--- config.mk ---
export PLATFORM = sky130hd
export DESIGN_NAME = cdtimer_top
export DESIGN_NICKNAME = d
export VERILOG_FILES = /design/src/rtl/cdtimer_pkg.sv /design/src/rtl/cdtimer_regs.sv /design/src/rtl/cdtimer_counter.sv /design/src/rtl/cdtimer_irq.sv /design/src/rtl/cdtimer_top.sv
export SDC_FILE = /design/constraint.sdc
export NUM_CORES = 1
export LEC_CHECK = 0
export BUFFER_PORTS_ARGS = -buffer_cell sky130_fd_sc_hd__clkbuf_2
export CORE_UTILIZATION = 35
export DETAILED_ROUTE_END_ITERATION = 10
export PLACE_DENSITY_LB_ADDON = 0.1
export SYNTH_ARGS = -nofsm -noshare
export SYNTH_HDL_FRONTEND = slang
export SYNTH_SLANG_ARGS = --single-unit
--- constraint.sdc ---
create_clock -name clk_i -period 2.24 [get_ports clk_i]
set_clock_uncertainty 0.05 [all_clocks]
set_input_delay 0.448 -clock clk_i [delete_from_list [all_inputs] [get_ports clk_i]]
set_output_delay 0.448 -clock clk_i [all_outputs]
set_load 0.01 [all_outputs]
--- src/rtl/cdtimer_pkg.sv ---
package cdtimer_pkg;
  localparam int ADDR_CTRL2 = 1;
  localparam int ADDR_TCTL  = 14;
  localparam int ADDR_TCNT  = 15;
  localparam int C2_IE      = 0;
  localparam int C2_FLAG    = 2;
  localparam int C2_MODE    = 4;
  localparam int TC_EN      = 7;
endpackage

--- src/rtl/cdtimer_regs.sv ---
module cdtimer_regs
  import cdtimer_pkg::*;
#(
  parameter int AW   = 4,
  parameter int DW   = 8,
  parameter int SELW = 2
) (
  input  logic            clk_i,
  input  logic            rst_ni,
  input  logic            wr_i,
  input  logic [AW-1:0]   waddr_i,
  input  logic [DW-1:0]   wdata_i,
  input  logic [AW-1:0]   raddr_i,
  output logic [DW-1:0]   rdata_o,
  input  logic            expire_i,
  output logic            en_o,
  output logic [SELW-1:0] sel_o,
  output logic [DW-1:0]   reload_o,
  output logic            load_o,
  output logic            ie_o,
  output logic            mode_o,
  output logic            flag_o
);
  logic wr_c2, wr_tc;
  logic ie_q, mode_q, flag_q, en_q;
  logic [SELW-1:0] sel_q;
  logic [DW-1:0] rel_q;

  assign wr_c2  = wr_i && (waddr_i == AW'(ADDR_CTRL2));
  assign wr_tc  = wr_i && (waddr_i == AW'(ADDR_TCTL));
  assign load_o = wr_i && (waddr_i == AW'(ADDR_TCNT));

  always_ff @(posedge clk_i) begin
    if (!rst_ni) begin
      ie_q <= 1'b0; mode_q <= 1'b0; flag_q <= 1'b0;
      en_q <= 1'b0; sel_q <= '0; rel_q <= '0;
    end else begin
      if (wr_c2) begin
        ie_q   <= wdata_i[C2_IE];
        mode_q <= wdata_i[C2_MODE];
      end
      if (expire_i)                        flag_q <= 1'b1;
      else if (wr_c2 && !wdata_i[C2_FLAG]) flag_q <= 1'b0;
      if (wr_tc) begin
        en_q  <= wdata_i[TC_EN];
        sel_q <= wdata_i[SELW-1:0];
      end
      if (load_o) rel_q <= wdata_i;
    end
  end

  always_comb begin
    rdata_o = '0;
    if (raddr_i == AW'(ADDR_CTRL2)) begin
      rdata_o[C2_IE]   = ie_q;
      rdata_o[C2_FLAG] = flag_q;
      rdata_o[C2_MODE] = mode_q;
    end else if (raddr_i == AW'(ADDR_TCTL)) begin
      rdata_o[TC_EN]      = en_q;
      rdata_o[SELW-1:0]   = sel_q;
    end else if (raddr_i == AW'(ADDR_TCNT)) begin
      rdata_o = rel_q;
    end
  end

  assign en_o = en_q;  assign sel_o = sel_q;  assign reload_o = rel_q;
  assign ie_o = ie_q;  assign mode_o = mode_q; assign flag_o = flag_q;


  flag_set_src_chk: assert property (@(posedge clk_i) disable iff (!rst_ni)
    $rose(flag_q) |-> $past(expire_i));

  flag_clear_chk: assert property (@(posedge clk_i) disable iff (!rst_ni)
    (wr_c2 && !wdata_i[C2_FLAG] && !expire_i) |=> !flag_q);
endmodule

--- src/rtl/cdtimer_counter.sv ---
module cdtimer_counter #(
  parameter int CW   = 8,
  parameter int NSRC = 4,
  parameter int SELW = 2
) (
  input  logic            clk_i,
  input  logic            rst_ni,
  input  logic [NSRC-1:0] tick_i,
  input  logic [SELW-1:0] sel_i,
  input  logic            en_i,
  input  logic [CW-1:0]   reload_i,
  input  logic            load_i,
  input  logic [CW-1:0]   load_val_i,
  output logic            tick_sel_o,
  output logic            expire_o
);
  logic [CW-1:0] cnt_q;

  assign tick_sel_o = tick_i[sel_i];
  assign expire_o   = en_i && (reload_i != '0) && tick_sel_o && (cnt_q <= CW'(1));

  always_ff @(posedge clk_i) begin
    if (!rst_ni)                                   cnt_q <= '0;
    else if (load_i)                               cnt_q <= load_val_i;
    else if (expire_o)                             cnt_q <= reload_i;
    else if (en_i && tick_sel_o && cnt_q != '0)    cnt_q <= cnt_q - CW'(1);
  end


  reload_on_expire_chk: assert property (@(posedge clk_i) disable iff (!rst_ni)
    (expire_o && !load_i) |=> cnt_q == $past(reload_i));

  hold_when_off_chk: assert property (@(posedge clk_i) disable iff (!rst_ni)
    (!en_i && !load_i) |=> $stable(cnt_q));

  load_now_chk: assert property (@(posedge clk_i) disable iff (!rst_ni)
    load_i |=> cnt_q == $past(load_val_i));
endmodule

--- src/rtl/cdtimer_irq.sv ---
module cdtimer_irq (
  input  logic clk_i,
  input  logic rst_ni,
  input  logic expire_i,
  input  logic tick_sel_i,
  input  logic ie_i,
  input  logic mode_i,
  input  logic flag_i,
  output logic int_no
);
  logic pulse_q;

  always_ff @(posedge clk_i) begin
    if (!rst_ni)         pulse_q <= 1'b0;
    else if (expire_i)   pulse_q <= 1'b1;
    else if (tick_sel_i) pulse_q <= 1'b0;
  end

  assign int_no = !(ie_i && (mode_i ? pulse_q : flag_i));


  low_after_expire_chk: assert property (@(posedge clk_i) disable iff (!rst_ni)
    expire_i |=> int_no == !ie_i);
endmodule

--- src/rtl/cdtimer_top.sv ---
module cdtimer_top #(
  parameter int NSRC = 4,
  parameter int AW   = 4,
  parameter int DW   = 8
) (
  input  logic            clk_i,
  input  logic            rst_ni,
  input  logic [NSRC-1:0] src_tick_i,
  input  logic            bus_wr_i,
  input  logic [AW-1:0]   bus_waddr_i,
  input  logic [DW-1:0]   bus_wdata_i,
  input  logic [AW-1:0]   bus_raddr_i,
  output logic [DW-1:0]   bus_rdata_o,
  output logic            tmr_int_no
);
  localparam int SELW = $clog2(NSRC);
  localparam int CW   = DW;

  logic en, load, ie, mode, flag, expire, tick_sel;
  logic [SELW-1:0] sel;
  logic [CW-1:0] reload;

  cdtimer_regs #(.AW(AW), .DW(DW), .SELW(SELW)) u_regs (
    .clk_i(clk_i), .rst_ni(rst_ni), .wr_i(bus_wr_i), .waddr_i(bus_waddr_i),
    .wdata_i(bus_wdata_i), .raddr_i(bus_raddr_i), .rdata_o(bus_rdata_o),
    .expire_i(expire), .en_o(en), .sel_o(sel), .reload_o(reload),
    .load_o(load), .ie_o(ie), .mode_o(mode), .flag_o(flag));

  cdtimer_counter #(.CW(CW), .NSRC(NSRC), .SELW(SELW)) u_cnt (
    .clk_i(clk_i), .rst_ni(rst_ni), .tick_i(src_tick_i), .sel_i(sel),
    .en_i(en), .reload_i(reload), .load_i(load), .load_val_i(bus_wdata_i),
    .tick_sel_o(tick_sel), .expire_o(expire));

  cdtimer_irq u_irq (
    .clk_i(clk_i), .rst_ni(rst_ni), .expire_i(expire), .tick_sel_i(tick_sel),
    .ie_i(ie), .mode_i(mode), .flag_i(flag), .int_no(tmr_int_no));
endmodule

== Yosys cells after proc, flatten, opt, wreduce, memory -nomap -nowiden ==
Index checks and enable logic that the tools add are counted.
Storage, ports and cells
  register bits after elaboration: 23
  input bits: 23
  output and inout port bits: 9
  word-level logic and storage cells: 54
Operators by class
  $add $sub $neg: 1
  $lt $le $gt $ge: 2
  equal/unequal tests: 6
  mux-type cells: 20
  reductions and logical operators: 17
Operators by type and width (number)
  8-bit 2-to-1 mux: 4
  4-bit equality test (second input constant): 4
  8-bit nonzero test: 2
  1-bit 2-to-1 mux: 12
  1-bit logical AND: 10
  4-bit by 1-bit equality test with 1-bit output (second input constant): 2
  8-bit by 1-bit less-or-equal comparator with 1-bit output (second input constant): 1
  8-bit by 1-bit subtractor with 8-bit output (second input constant): 1
  5-bit 2-to-1 mux: 1
  2-bit nonzero test: 2
  2-bit by 3-bit less-than comparator with 1-bit output (second input constant): 1
  3-bit 2-to-1 mux: 1
  3-bit nonzero test: 1
  1-bit binary-select mux with 2-bit select: 1
  1-bit zero test: 2
  2-bit 2-to-1 mux: 1

== Longest topological paths before layout ==
Gate-level depths: netlist of the first run.
  word-level depth: 7
  gate-level depth with buffers: 7
  gate-level depth less buffers: 7

== Cells and area by module ==
Synthesis of the first run repeated with hierarchy kept, for this count alone.
Second synthesis, totals
  cells, all modules: 170
  area, all modules: 1431.4 um^2
By module, submodules not included
  cdtimer_regs: instances 1, cells each 79, area an instance 693.2 um^2, sequential area each 280.3 um^2
  cdtimer_counter: instances 1, cells each 86, area an instance 689.4 um^2, sequential area each 160.2 um^2
  cdtimer_irq: instances 1, cells each 5, area an instance 48.8 um^2, sequential area each 20.0 um^2

== Worst setup path before layout of the first run ==
Ideal clock, no wire load.
  path type: flip-flop to flip-flop
  from: reg u_cnt.cnt_q[0]
  to: reg u_cnt.cnt_q[1]
  setup time: 0.081 ns
  arrival time: 1.668 ns
  data required time: 2.109 ns
  slack: 0.441 ns
  cell stages (with the launch flop): 8
  path buffers: 0
  clock period less this slack: 1.799 ns
  cell sequence: dfxtp_1 > inv_1 > ha_1 > nor2_1 > nor3_4 > and3_2 > or3_1 > a41oi_1
Between the ends
  cells in the longest elaborated chain, start to end: 4
  elaborated cells between the ends (all ways): 9
  those cells by class: add/sub: 1; order compare: 1; mux: 3; reduce/logical: 4
Ends and longest elaborated chain
  start, declared: line cdtimer_counter.sv:17  | logic [CW-1:0] cnt_q;
  start signal, assigned: line cdtimer_counter.sv:24  | else if (load_i) cnt_q <= load_val_i;
  start signal, assigned: line cdtimer_counter.sv:25  | else if (expire_o) cnt_q <= reload_i;
  start signal, assigned: line cdtimer_counter.sv:26  | else if (en_i && tick_sel_o && cnt_q != '0) cnt_q <= cnt_q - CW'(1);
  8-bit by 1-bit subtractor with 8-bit output / 8-bit by 1-bit less-or-equal comparator with 1-bit output (equally long branches): line cdtimer_counter.sv:26, cdtimer_counter.sv:20
  8-bit 2-to-1 mux / 1-bit logical AND (equally long branches): line cdtimer_counter.sv:26, cdtimer_counter.sv:20
  8-bit 2-to-1 mux: line cdtimer_counter.sv:25
  8-bit 2-to-1 mux: line cdtimer_counter.sv:24
Several ways; a longest one is shown, not always the timed one. The select of a mux whose other input is x is not followed.
A chain may end at the register's enable or synchronous reset.

== Worst setup path in the final report of the first run ==
  from: reg u_cnt.cnt_q[1]
  to: reg u_cnt.cnt_q[5]
Same word-level chain as after synthesis.

==> out/metrics.cfg, run 1 <==
[detailed_routing]
wire_per_inst_um=15.6
route.detailed.drc=0
antenna_left=0
dr.pass1.iters=4
via_per_inst=5.57
drt-initial-drc-count=97
wl_um=4030
num_vias=1437

[synth]
avgSynthCellArea_um2=7.92
synth-async-reset-ratio_pct=0
ys_seq_elements=23
yosysWarnings=0
synth_top_area_cell=dfxtp_1
syn_area_um2=1430
synthTopCellsByCount=31 x nand2_1, 23 x dfxtp_1, 14 x nand3_1, 11 x a21oi_1, 9 x clkbuf_1
synth-edff-count=0
synth_seq_area_share_pct=32.3
synthFlopType=dfxtp_1
yosysUniqueCellTypes=43
synth_top_cells_by_area=dfxtp_1 32%, nand2_1 8.2%, nand3_1 4.9%, a21oi_1 3.9%, a21boi_1 3.2%
synth_most_common_cell=nand2_1
synthCells=180
synth_fp_nets=205
yosysTopAreaCellShare_pct=32.3

[worst_setup_path]
critPathTopFamily=simple AND/OR/NAND/NOR gates
cpPeakStageDelay_ns=0.38
crit_type=reg -> reg
cp.required_ns=2.36
end_kind=flip-flop
startpoint_type=flip-flop
worstPathCellList=inv_1 > ha_1 > nor2_1 > nor3_4 > nand3_4 > or3_1 > o2111a_1
path_max_fanout=7
cp.buffers_inverters=1
critical_path.slowest_cell=or3_1
critPathArrivalTime_ns=2.07

[clock_tree]
clk_latency_ns=0.27
cts_setup_buffers=0
cts_hold_buf=0
cts.htree.levels=1
clock-sinks=23
clk_pin_slew_worst_paths_ns=0.09
root_buffer=clkbuf_8
cts_buffers=3
cts_resized=0
clockBufferDepth=2
tritoncts=yes

[sta]
maxSlewHeadroom_pct=59.7
hold_violations=0
max_clock_freq_ghz=0.511
drv_slew=0
rsz0062_at_grt=no
tns_ns=0
setup_slack_ns=0.285
post-route-period-util_pct=87.3
layout_min_cycle_time_ns=1.96
tightest_slew_ns=0.604
final-setup-viol-count=0
worst_hold_slack_ns=0.359

[power]
power.leakage_nw=0.696
p_comb_share_pct=14.9
ir_drop_v=0.000217
p_total_mw=0.812
internal_power_mw=0.591
p_sw_share_pct=27.2
p_seq_share_pct=52.1
power.density_nw_per_um2=483
clkPwrFrac_pct=33.0
net-switching-power_mw=0.221

[place]
dpl_cell_area_um2=1640
place_ws_ns=0.304
gp_congestion=0.901
dp_hpwl_um=3180
port_buffers=31
dp.cells=254

[cells_and_area]
nets=236
final_util_pct=44.6
n_antenna_cell=0
drive_above_1_share_pct=22.9
area_delta_synth_final_pct=18.1
final_cell_count_no_fill=258
finish.instance_area_um2=1680

[run_status]
run_status=complete, no violations

[floorplanning]
fp.dieH_um=65.8
start_util_pct=37.8
die_w_um=65.8
ioPinCount=32
num_rows=22
core_area_um2=3770
die-area_um2=4330

[grt]
grt_first_pass_wirelength_um=6800
grt_max_degree=16
antenna_found_initial=0
gr-total-overflow=0
grt_usage_pct=20.6
grt_pass1_vias=1432

[job]
cap_viol_max_count=0

[worst_hold_path]
hold_class=in -> reg

==> worst reg2reg max path: stages (launching register included) <==
cell	delay, ns
dfxtp_1	0.33
inv_1	0.10
ha_1	0.28
nor2_1	0.11
nor3_4	0.30
nand3_4	0.15
or3_1	0.38
o2111a_1	0.14
==> sequential cells by signal, indices dropped and copies added, names as in the netlist <==
signal	cells
u_regs.sel_o	2
u_regs.reload_o	8
u_cnt.cnt_q	8
u_regs.ie_o	1
u_regs.mode_o	1
u_regs.en_o	1
u_regs.flag_o	1
u_irq.pulse_q	1
==> layer usage <==
metal | up-vias | global-route usage (%) | wire (um) | share of wire [%]
li1 | 724 | - | - | -
met1 | 663 | 28.0 | 1950 | 48
met2 | 44 | 32.7 | 1840 | 46
met3 | 6 | 3.28 | 187 | 4.6
met4 | 0 | 7.34 | 52 | 1.3
met5 | - | 0 | 0 | 0
==> power by group through the flow <==
| stage | Clock [mW] | Combinational [mW] | Sequential (mW) |
|---|---|---|---|
| floorplan | 0 | 0.0782 | 0.430 |
| global placement | 0 | 0.120 | 0.432 |
| detailed placement | 0 | 0.121 | 0.432 |
| CTS | 0.272 | 0.121 | 0.423 |
| global route | 0.295 | 0.134 | 0.424 |
| finish | 0.268 | 0.121 | 0.423 |
==> path summary, 6_finish.rpt <==
kind,from,to,slack [ns],cells past startpoint
hold / removal,bus_wdata_i[1],u_regs.sel_o[1]$_SDFFE_PN0P_,0.36,3
setup reg to reg,u_cnt.cnt_q[1]$_SDFFE_PN0P_,u_cnt.cnt_q[5]$_SDFFE_PN0P_,0.28,7
hold reg to reg,u_regs.mode_o$_SDFFE_PN0N_,u_regs.mode_o$_SDFFE_PN0N_,0.43,2
setup / recovery,u_cnt.cnt_q[1]$_SDFFE_PN0P_,u_cnt.cnt_q[5]$_SDFFE_PN0P_,0.28,7
==> cell families (layout without fill, tap and decap cells) <==
logic type	Yosys count	after routing	synth area share, %
AO/OA/AOI/OAI	48	48	24.7
XOR/XNOR	5	5	3.07
adder cells (fa/ha/maj)	2	2	1.76
buffers and inverters	13	43	3.42
flip-flops	23	23	32.3
multiplexers	6	6	4.39
AND/OR/NAND/NOR	83	83	30.4
==> cell type report <==
cell class / instances / area, um2
Timing Repair Buffer: 35 / 185
Clock buffer: 3 / 41.3
Multi-Input combinational cell: 144 / 916
Sequential cell: 23 / 460
Tap cell: 48 / 60.1
Clock inverter: 1 / 5.00
Inverter: 4 / 15.0
Fill cell: 397 / 2090
==> layout by cell type (no fill, tap or decap), types with 3 or more instances in the layout <==
cell / count
a21boi_1: 6
a21oi_1: 11
a31oi_1: 3
and3_1: 6
buf_4: 4
clkbuf_2: 31
clkbuf_8: 3
dfxtp_1: 23
inv_1: 4
mux2i_1: 4
nand2_1: 31
nand3_1: 14
nor2_1: 8
nor2b_1: 3
nor3_1: 5
nor4_1: 3
o21ai_0: 7
o31ai_1: 3
or3_1: 3
xnor2_1: 3
No activity file was read; power rests on OpenSTA's default activity.
==> run 2: changes to the inputs <==
Settings changed: ABC_AREA set to 1.
==> out/metrics.cfg, run 2 <==
[run_status]
run_status=complete, no violations

[cells_and_area]
final_util_pct=43.4
register_area_um2=460
multi_input_area_um2=821
area_delta_synth_final_pct=15.9
drive_above_1_share_pct=19.8
nets=268
mostFrequentLayoutCell=nand2_1
final_cell_mix=51 x nand2_1, 31 x clkbuf_2, 24 x nor2_1
n_antenna_cell=0
fillers=416

[worst_setup_path]
crit_type=in -> out
end_kind=output port
critPathArrivalTime_ns=1.41
cp.required_ns=1.74
path_max_fanout=7
startpoint_type=input port

[floorplanning]
start_util_pct=37.5
core_area_um2=3770
ioPinCount=32
num_rows=22
die-area_um2=4290
die_w_um=65.5
fp.dieH_um=65.5

[synth]
yosysWarnings=0
ys_seq_elements=23
synthCells=212
synthFlopType=dfxtp_1
synth_most_common_cell=nand2_1
yosys-mux-area-fraction_pct=0
avgSynthCellArea_um2=6.66
synth_top_family_by_area=simple AND/OR/NAND/NOR gates
synth_top_area_cell=dfxtp_1
yosysUniqueCellTypes=27
synth_top_cells_by_area=dfxtp_1 33%, nand2_1 14%, o21ai_0 7.4%, a21oi_1 7.1%, nor2_1 6.4%
synth_seq_area_share_pct=32.6
synthSimpleGateAreaFrac_pct=36.3
syn_area_um2=1410
yosysTopAreaCellShare_pct=32.6
synth-async-reset-ratio_pct=0
synth-xor-area-share_pct=3.72
synth_fp_nets=237
synth_compound_area_share_pct=15.8
synth-edff-count=0
synth_fa_ha_area_share_pct=1.77
synthTopCellsByCount=51 x nand2_1, 24 x nor2_1, 23 x dfxtp_1, 22 x inv_1, 21 x o21ai_0

[sta]
final-setup-viol-count=0
maxSlewHeadroom_pct=66.4
post-route-period-util_pct=85.0
setup_slack_ns=0.336
tightest_slew_ns=0.503
hold_violations=0
layout_min_cycle_time_ns=1.90
max_clock_freq_ghz=0.525
rsz0062_at_grt=no
tns_ns=0
drv_slew=0

[worst_hold_path]
hold_class=in -> reg

[detailed_routing]
num_vias=1387
via_per_inst=4.78
wl_um=3440
wire_per_inst_um=11.9
dr.pass1.iters=4
drt-initial-drc-count=43
route.detailed.drc=0
antenna_left=0

[clock_tree]
clock-sinks=23
clk_pin_slew_worst_paths_ns=0.09
cts_hold_buf=0
clockBufferDepth=2
root_buffer=clkbuf_8
clk_latency_ns=0.27
cts.htree.levels=1
tritoncts=yes
cts_buffers=3

[place]
place_ws_ns=0.293
gp_congestion=0.797
port_buffers=31
dp_hpwl_um=2620

[job]
cap_viol_max_count=0

[power]
power.density_nw_per_um2=501
power.leakage_nw=0.764
ir_drop_v=0.000413

[grt]
grt_usage_pct=18.3
grt_pass1_vias=1327
gr-total-overflow=0
grt_first_pass_wirelength_um=5930
antenna_found_initial=0
grt_max_degree=17

-- run 2: cell types whose count changed in the layout (fill, tap and decap cells not counted), sizes merged, moves of 4 or more --
cell    change
mux2i       -4
a21oi       +9
nand2      +23
and3        -6
nor2       +22
nor3        -6
a21boi      -6
inv        +19
o21ai      +14
or3         -5
-- run 2: logic make-up (layout without fill, tap and decap cells) --
logic type                 count (synthesis)  after routing
buffers and inverters                     29             59
DFF                                       23             23
xor gates and xnor gates                   6              6
adders and majority gates                  2              2
and+or+nand+nor                          108            108
AOI/OAI and AO/OA                         44             44
-- run 2: path summary, 6_finish.rpt --
| path | start | endpoint | cells past startpoint | slack, ns |
|---|---|---|---|---|
| worst max-delay path | bus_raddr_i[0] | bus_rdata_o[2] | 6 | 0.34 |
| worst min-delay path | bus_wdata_i[6] | u_regs.reload_o[6]$_SDFFE_PN0P_ | 3 | 0.38 |
| worst min register to register | u_irq.pulse_q$_SDFFE_PN0P_ | u_irq.pulse_q$_SDFFE_PN0P_ | 2 | 0.42 |
| worst max register to register | u_cnt.cnt_q[0]$_SDFFE_PN0P_ | u_cnt.cnt_q[1]$_SDFFE_PN0P_ | 11 | 0.35 |
-- run 2: metrics by stage --
stage               power, mW  instances  cell area (um2)  hold slack [ns]
finish                  0.820        290             1640            0.375
global route            0.870        290             1640            0.379
CTS                     0.834        290             1630            0.370
detailed placement      0.562        286             1580            0.415
global placement        0.563        286             1580            0.418
floorplan               0.522        212             1410            0.390
-- run 2: timing repair --
item,CTS,global route
resized for setup,0,1
setup endpoints to repair,0,1
endpoints found under the hold margin,0,0
buffers inserted,0,0
-- run 2: routing by layer --
metal  GRT usage [%]  part of all wire (%)  vias to the layer above
li1                -                     -                      748
met1            22.9                    48                      605
met2            30.7                    46                       28
met3            4.69                   5.2                        6
met4            5.16                   1.5                        0
met5               0                     0                        -
-- run 2: where the power goes --
part | internal (mW) | switching (mW)
clock | 0.124 | 0.143
sequential | 0.417 | 0.00943
combinational | 0.0537 | 0.0725
total | 0.596 | 0.225
-- run 2: worst max-delay path, cell delays in order --
cell and delay (ns):
clkbuf_2 0.15, inv_1 0.07, nor4_1 0.31, inv_1 0.10, o21ai_0 0.17, clkbuf_2 0.16
-- run 2: layout make-up --
type | count | area share, %
clock inverter | 1 | 0.306
timing repair buffer | 32 | 9.94
inverter | 23 | 5.28
sequential | 23 | 28.1
multi-input combinational | 160 | 50.2
clock buffer | 3 | 2.52
tap | 48 | 3.67
==> run 3: changes to the inputs <==
--- a/config.mk
+++ b/config.mk
@@ -11,4 +11,5 @@
 export DETAILED_ROUTE_END_ITERATION = 10
 export PLACE_DENSITY_LB_ADDON = 0.1
+export RECOVER_POWER = 100
 export SYNTH_ARGS = -nofsm -noshare
 export SYNTH_HDL_FRONTEND = slang
--- a/constraint.sdc
+++ b/constraint.sdc
@@ -3,3 +3,3 @@
 set_input_delay 0.448 -clock clk_i [delete_from_list [all_inputs] [get_ports clk_i]]
 set_output_delay 0.448 -clock clk_i [all_outputs]
-set_load 0.01 [all_outputs]
+set_load 0.1 [all_outputs]
==> out/metrics.cfg, run 3 (synthesis results as in run 2) <==
[run_status]
run_status=complete, no violations

[cells_and_area]
mostFrequentLayoutCell=nand2_1
nets=270
n_antenna_cell=0
final_cell_mix=50 x nand2_1, 25 x nor2_1, 23 x clkbuf_2, 23 x dfxtp_1, 22 x inv_1
register_area_um2=460
area_delta_synth_final_pct=24.2
final_cell_count_no_fill=292
fillers=404
drive_above_1_share_pct=20.5
multi_input_area_um2=821

[grt]
gr-total-overflow=0
grt_first_pass_wirelength_um=5960
grt_max_degree=17
grt_usage_pct=18.2
antenna_found_initial=0
grt_pass1_vias=1321

[clock_tree]
cts.htree.levels=1
clockBufferDepth=2
cts_setup_buffers=0
root_buffer=clkbuf_8
clk_pin_slew_worst_paths_ns=0.08
cts_hold_buf=0
cts_resized=0
cts_buffers=3
clk_latency_ns=0.27
tritoncts=yes
clock-sinks=23

[job]
cap_viol_max_count=0

[place]
dp.cells=288
dp_hpwl_um=2760
gp_congestion=0.841
port_buffers=31

[worst_setup_path]
cp.required_ns=1.74
crit_type=in -> out
critical_path.slowest_cell=nor4_1
cp.buffers_inverters=4
critPathTopFamily=buffers and inverters
cpPeakStageDelay_ns=0.31
critPathArrivalTime_ns=1.54
end_kind=output port
startpoint_type=input port
path_max_fanout=7
crit_top_cell=inv_1
worstPathCellList=clkbuf_2 > inv_1 > nor4_1 > inv_1 > o21ai_2 > buf_4

[floorplanning]
die-area_um2=4290
fp.dieH_um=65.5
num_rows=22
ioPinCount=32
start_util_pct=37.5
die_w_um=65.5
core_area_um2=3770

[power]
power.leakage_nw=0.796
p_total_mw=0.825
p_sw_share_pct=27.2
internal_power_mw=0.600
p_comb_share_pct=15.8
net-switching-power_mw=0.225
clkPwrFrac_pct=32.5
power.density_nw_per_um2=470
ir_drop_v=0.000464
p_seq_share_pct=51.7

[worst_hold_path]
hold_class=in -> reg

[sta]
post-route-period-util_pct=90.9
drv_slew=0
maxSlewHeadroom_pct=62.9
rsz0062_at_grt=no
tightest_slew_ns=0.558
final-setup-viol-count=0
max_clock_freq_ghz=0.491
layout_min_cycle_time_ns=2.04
hold_violations=0

[detailed_routing]
route.detailed.drc=0
drt-initial-drc-count=39
dr.pass1.iters=4
wl_um=3560
antenna_left=0
wire_per_inst_um=12.2
via_per_inst=4.85
num_vias=1416

## run 3: cell types whose count changed in the layout (fill, tap and decap cells not counted), moves of 2 or more
| cell | delta |
|---|---|
| clkbuf_2 | -8 |
| o21ai_0 | -2 |
| clkbuf_1 | +2 |
| o21ai_2 | +2 |
| buf_12 | +7 |
| buf_4 | +2 |
## run 3: per-layer routing
| layer | part of all wire (%) | track usage (%) | vias up |
|---|---|---|---|
| li1 | - | - | 753 |
| met3 | 4.1 | 4.17 | 2 |
| met5 | 0 | 0 | - |
| met2 | 47 | 31.6 | 31 |
| met4 | 0.62 | 3.26 | 0 |
| met1 | 48 | 22.9 | 630 |
## run 3: worst min-delay path, delay by kind of cell
family	cells	cell delay [ns]
and+or+nand+nor	1	0.07
buffers and inverters	1	0.08
AOI/OAI and AO/OA	1	0.06
## run 3: layout make-up
cell class                 instances  area share, %
multi-input combinational        160           46.8
sequential                        23           26.2
timing repair buffer              34           16.0
inverter                          23           4.92
tap                               48           3.42
clock buffer                       4           2.57
## run 3: final timing paths
check / slack [ns] / startpoint / depth (start not counted) / end
setup / recovery: 0.20 / bus_raddr_i[0] / 6 / bus_rdata_o[2]
hold / removal: 0.38 / bus_wdata_i[5] / 3 / u_regs.reload_o[5]$_SDFFE_PN0P_
setup reg to reg: 0.33 / u_cnt.cnt_q[0]$_SDFFE_PN0P_ / 11 / u_cnt.cnt_q[1]$_SDFFE_PN0P_
hold reg to reg: 0.42 / u_irq.pulse_q$_SDFFE_PN0P_ / 2 / u_irq.pulse_q$_SDFFE_PN0P_
## run 3: power by group through the flow
| stage | clock network (mW) | logic (mW) | registers, mW |
|---|---|---|---|
| after floorplan | 0 | 0.0926 | 0.434 |
| after global placement | 0 | 0.131 | 0.436 |
| after detailed placement | 0 | 0.132 | 0.436 |
| after CTS | 0.271 | 0.133 | 0.426 |
| after global routing | 0.288 | 0.149 | 0.428 |
| final | 0.268 | 0.131 | 0.426 |
## run 3: per-stage QoR
stage / TNS, ns / setup slack (ns) / area [um2] / util (%) / hold WS [ns]
floorplan: -1.32 / -0.526 / 1440 / - / 0.394
detailed placement: 0 / 0.229 / 1740 / 46.0 / 0.411
global route: 0 / 0.0309 / 1750 / 46.5 / 0.382
finish: 0 / 0.203 / 1750 / 46.5 / 0.381
CTS: 0 / 0.230 / 1780 / 47.2 / 0.382
global placement: 0 / 0.271 / 1740 / 46.0 / 0.409
